--- src/rtl/ddr2_burst_order.sv ---
module ddr2_burst_order #(
  parameter int COL_W = 10
) (
  input  logic             clk,
  input  logic             rst_n,
  input  logic             start,
  input  logic [COL_W-1:0] start_col,
  input  logic             len8,
  input  logic             ilv,
  output logic [COL_W-1:0] col_out,
  output logic             valid,
  output logic             last,
  output logic             busy
);
  localparam int LOW_W = 3;

  logic             active;
  logic [LOW_W-1:0] beat;
  logic [COL_W-1:0] base;
  logic             len8_q;
  logic             ilv_q;
  logic             final_beat;
  logic [1:0]       low2;
  logic             bit2;

  assign final_beat = active && (beat == (len8_q ? 3'd7 : 3'd3));

  always_ff @(posedge clk) begin
    if (!rst_n) begin
      active <= 1'b0;
      beat   <= '0;
      base   <= '0;
      len8_q <= 1'b0;
      ilv_q  <= 1'b0;
    end else if (start && !active) begin
      active <= 1'b1;
      beat   <= '0;
      base   <= start_col;
      len8_q <= len8;
      ilv_q  <= ilv;
    end else if (active) begin
      if (final_beat) active <= 1'b0;
      beat <= beat + 3'd1;
    end
  end

  assign low2    = ilv_q ? (base[1:0] ^ beat[1:0]) : (base[1:0] + beat[1:0]);
  assign bit2    = base[2] ^ beat[2];
  assign col_out = {base[COL_W-1:LOW_W], bit2, low2};
  assign valid   = active;
  assign last    = final_beat;
  assign busy    = active;

  a_r7_last_in_burst: assert property (@(posedge clk) disable iff (!rst_n)
    last |-> valid);
  a_r7_idle_after_last: assert property (@(posedge clk) disable iff (!rst_n)
    last |=> !valid);
  a_r7_no_early_stop: assert property (@(posedge clk) disable iff (!rst_n)
    (valid && !last) |=> valid);
  a_r2_first_beat: assert property (@(posedge clk) disable iff (!rst_n)
    (start && !busy) |=> (valid && busy && col_out == $past(start_col)));
  a_r3_upper_hold: assert property (@(posedge clk) disable iff (!rst_n)
    (valid && !last) |=> $stable(col_out[COL_W-1:LOW_W]));
  a_r9_mode_hold: assert property (@(posedge clk) disable iff (!rst_n)
    (valid && !last) |=> ($stable(len8_q) && $stable(ilv_q)));
  a_r8_busy_with_valid: assert property (@(posedge clk) disable iff (!rst_n)
    valid |-> busy);
endmodule

--- config.mk ---
export PLATFORM = sky130hd
export DESIGN_NAME = ddr2_burst_order
export DESIGN_NICKNAME = d
export VERILOG_FILES = /design/src/rtl/ddr2_burst_order.sv
export SDC_FILE = /design/constraint.sdc
export NUM_CORES = 1
export LEC_CHECK = 0
export BUFFER_PORTS_ARGS = -buffer_cell sky130_fd_sc_hd__buf_2
export CAP_MARGIN = 20
export CORE_UTILIZATION = 50
export CTS_BUF_LIST = sky130_fd_sc_hd__clkbuf_4 sky130_fd_sc_hd__clkbuf_8
export DETAILED_ROUTE_END_ITERATION = 10
export PLACE_DENSITY = 0.81
export SLEW_MARGIN = 20
export SYNTH_ARGS = -nofsm -noshare
export SYNTH_HDL_FRONTEND = slang
export SYNTH_SLANG_ARGS = --single-unit
--- constraint.sdc ---
create_clock -name clk -period 2.6 [get_ports clk]
set_input_delay 0.26 -clock clk [delete_from_list [all_inputs] [get_ports clk]]
set_output_delay 0.26 -clock clk [all_outputs]
set_load 0.02 [all_outputs]
# [Yosys cells after proc, flatten, opt, wreduce, memory -nomap -nowiden]
# Cells that the tools add are included.
[op_classes] n_bitwise=3 addsub=2 n_reduce_logical=4 n_eq_ne=1 n_mux=5
[op_table] cell="3-bit by 1-bit adder with 3-bit output (second input constant)" n=1
[op_table] cell="3-bit == test" n=1
[op_table] cell="1-bit 2-to-1 mux" n=3
[op_table] cell="3-bit 2-to-1 mux" n=1
[op_table] cell="2-bit adder" n=1
[op_table] cell="1-bit logical AND" n=2
[op_table] cell="2-bit 2-to-1 mux" n=1
[op_table] cell="2-bit OR reduction" n=1
[op_table] cell="2-bit bitwise XOR" n=1
[op_table] cell="1-bit logical NOT" n=1
[op_table] cell="1-bit NOT" n=1
[op_table] cell="1-bit bitwise XOR" n=1
[word_totals] output_inout_bits=13 reg_bits=16 elab_cells=20 input_bits=15

# [Longest topological paths before layout]
[depth] word_depth=6 depth_mapped=5 depth_no_buf=3

# [Worst setup path after synthesis]
# Ideal clock, no wire load.
[synth_timing] path_type="reg-to-output" startpoint="register beat[0]" endpoint="output col_out[1]" path_stages_with_launch=4 arrival_time_ns=0.996 required_time_ns=2.340 setup_slack_ns=1.344 n_path_buf=0 path_cell_list="dfxtp_1 ha_1 nor2b_1 xnor2_1"
[synth_via] elab_chain_len=2
[synth_rtl] element="start: declaration" line_no="18" source="logic [LOW_W-1:0] beat;"
[synth_rtl] element="start signal: assignment" line_no="43" source="beat <= beat + 3'd1;"
[synth_rtl] element="2-bit adder" line_no="47" source="assign low2 = ilv_q ? (base[1:0] ^ beat[1:0]) : (base[1:0] + beat[1:0]);"
[synth_rtl] element="2-bit 2-to-1 mux" line_no="47"
[synth_rtl] element="end: declaration" line_no="10" source="output logic [COL_W-1:0] col_out,"
# No other way between the ends.

# [Worst setup path after layout]
# Same ends and word-level chain as after synthesis.

==> results.toml <==
[grt]
grt.overflow.total = 0
grt_pass1_vias = 466
grt_max_degree = 17
global_route.usage.total_pct = 17.8
first_pass_grt_wire_length_microns = 1870
initial_antenna_violation_count = 0

[power_and_ir_drop]
share_clk_of_total_power_pct = 31.5
cellLeakagePower_uw = 0.000407
power.share.switching_pct = 26.1
vdd_ir_drop_max_v = 0.000327
net-switching-power_uw = 134
part_of_the_total_power_dissipated_in_combinational_logic_pct = 16.0
power-per-cell-area_nw_per_um2 = 599
power.internal_uw = 380
p_seq_share_pct = 52.5

[final_layout]
final_util_pct = 62.9
insertedDiodeCount = 0
drive_above_1_share_pct = 31.4
multi_input_comb_area_sq_um = 349
seq_area_sq_um = 320
post-route-cell-area_sq_um = 860
fin_nets = 123
area_growth_syn_to_layout_pct = 12.1
layout.filler_cells = 120

[clock_tree]
ctsHtreeMaxLevel = 1
clkSinkCount = 16
post_cts_gate_resize_count = 0
tritoncts_clock_tree = "built"
cell_at_the_root_of_the_clock_tree = "sky130_fd_sc_hd__clkbuf_4"
post_cts_buffers = 0
clockBufferDepth = 2
clk_pin_slew_ns = 0.09
tritoncts.num_buffers = 3
clock_insertion_delay_worst_skew_ns = 0.28
cts_hold_buffers = 0

[floorplan]
die_h_microns = 41.2
core_area_sq_um = 1370
pin_count = 28
initial_utilization_pct = 56.1
std_cell_rows = 13
dieWidth_microns = 41.2
die_ar_sq_um = 1690

[yosys]
synthesis.instances = 87
synth.most_common_cell = "sky130_fd_sc_hd__nand2_1"
post_synth_main_area_contributors = "sky130_fd_sc_hd__dfxtp_1, sky130_fd_sc_hd__nand2_1, sky130_fd_sc_hd__buf_4"
synth_area_per_cell_sq_um = 8.82
synth_enable_flop_cells = 0
ys.flop_type = "sky130_fd_sc_hd__dfxtp_1"
asyncSetResetFlopFracSynth_pct = 0
ys_types = 19
synth_sequential_area_ratio_pct = 41.8
yosysWarningCount = 0
synth.top_cells.by_count = "sky130_fd_sc_hd__nand2_1, sky130_fd_sc_hd__dfxtp_1, sky130_fd_sc_hd__buf_4"
synth_top_cell_area_share_pct = 41.8
syn_nets = 104
netlist_area_sq_um = 767
yosys.area.top_type = "sky130_fd_sc_hd__dfxtp_1"
postSynthRegisterBits = 16

[drt]
drtPass1Iterations = 3
drc_violation_count_after_routing = 0
routed-via-count = 601
drt_first_iter_violations = 7
totalWireLength_microns = 1270
ant_nets = 0
detail_route.vias_per_cell = 5.01
wl_per_cell_microns = 10.6

[worst_setup_path]
timing.critical_path.cells = "ha_1 > nor2b_1 > xnor2_1 > buf_2"
timing.setup.critical_path_class = "flip-flop to primary output"
sort_of_element_at_the_start_of_the_critical_path = "flip-flop"
critPathArrivalTime_ns = 1.26
max_stage_delay_ns = 0.38
rrSetupSlack_ns = 1.37
worstPathMaxFanout = 4
critPathSlowestCell = "sky130_fd_sc_hd__dfxtp_1"
worst_ep_required_time_ns = 2.34
endpoint_kind = "primary output"

[sta]
final_hold_viol_count = 0
worst_margin_pin_slew_ns = 0.367
rsz0062_at_grt = "false"
setup_total_negative_slack_ns = 0
worst_slew_margin_rel_pct = 75.5
timing.clock.skew_ns = 0.00161
final_hold_slack_ns = 0.205
final.min_clock_period_ns = 1.52
final_max_slew_viol_count = 0
final-setup-viol-count = 0
post-route-period-util_pct = 58.4
achievable-frequency_mhz = 659

[worst_hold_path]
hp-class = "input port to flip-flop"

[run_status]
outcome = "completed"

[placed_design]
routabilityCongestion = 0.642
hpwl_microns = 944
port_buffers = 27
detailed_place.area_sq_um = 823

[flow_run]
maximum_capacitance_violations = 0
## critical path, delay by kind of cell, from the launching register on
| family | cells | cell delay (ns) |
|---|---|---|
| flip-flops | 1 | 0.38 |
| buffers and inverters | 1 | 0.17 |
| adder cells (fa/ha/maj) | 1 | 0.15 |
| AND/OR/NAND/NOR | 1 | 0.15 |
| XOR/XNOR | 1 | 0.12 |
## cells by family (layout without fill, tap and decap cells)
logic type,after synthesis,in the layout,synth area share (%)
flip-flops,16,16,41.8
XOR/XNOR,5,5,5.71
AO/OA/AOI/OAI,17,17,15.3
adder cells (fa/ha/maj),2,2,3.26
buffers and inverters,13,31,12.7
AND/OR/NAND/NOR,34,34,21.2
## final timing paths
kind | from | to | depth (start not counted)
max | beat[0]$_SDFFE_PP0P_ | col_out[1] | 4
min | start_col[0] | base[0]$_SDFFE_PN0P_ | 3
max reg2reg | busy$_SDFF_PN0_ | base[4]$_SDFFE_PN0P_ | 3
min reg2reg | base[3]$_SDFFE_PN0P_ | base[3]$_SDFFE_PN0P_ | 2
## per-stage QoR
stage	std cells	power, uW	worst slack, ns
after global placement	116	357	1.41
after global routing	120	544	0.982
final	120	515	1.08
after detailed placement	116	360	1.37
after floorplan	87	345	1.34
after CTS	120	524	1.06
## layer usage
layer | track usage, % | vias up | wire length [microns]
li1 | - | 308 | -
met2 | 27.3 | 21 | 600
met1 | 21.5 | 268 | 579
met4 | 12.1 | 0 | 21
met3 | 4.89 | 4 | 69
met5 | 0 | - | 0
## cells in the final DEF (no fill, tap or decap)
master / instances
sky130_fd_sc_hd__o21ai_0: 2
sky130_fd_sc_hd__a21boi_1: 10
sky130_fd_sc_hd__o21a_1: 1
sky130_fd_sc_hd__clkbuf_4: 3
sky130_fd_sc_hd__xor2_1: 1
sky130_fd_sc_hd__dfxtp_1: 16
sky130_fd_sc_hd__clkbuf_8: 1
sky130_fd_sc_hd__nor3b_1: 2
sky130_fd_sc_hd__nor2b_1: 4
sky130_fd_sc_hd__a21boi_0: 2
sky130_fd_sc_hd__nand2_1: 24
sky130_fd_sc_hd__buf_2: 27
sky130_fd_sc_hd__and3_1: 1
sky130_fd_sc_hd__ha_1: 2
sky130_fd_sc_hd__nor2b_4: 1
sky130_fd_sc_hd__xnor2_1: 4
sky130_fd_sc_hd__nor2_1: 1
sky130_fd_sc_hd__a21oi_1: 2
sky130_fd_sc_hd__nand2b_2: 1
## sequential cells by signal, indices dropped and copies added (netlist names)
| signal | cells |
|---|---|
| len8_q | 1 |
| base | 10 |
| ilv_q | 1 |
| beat | 3 |
| busy | 1 |
## final cells by class
type / instances / share of cell area, %
Multi-Input combinational cell: 58 / 40.6
Tap cell: 15 / 2.18
Timing Repair Buffer: 27 / 15.7
Sequential cell: 16 / 37.3
Clock buffer: 4 / 4.22
## power by group through the flow
stage	clock, uW	sequential (uW)	combinational, uW
2_1_floorplan	0	274	71.9
3_3_place_gp	0	275	81.6
3_5_place_dp	0	276	83.6
4_1_cts	169	271	83.9
5_1_grt	179	273	91.9
6_report	162	270	82.2
No activity file was read; power rests on OpenSTA's default activity.
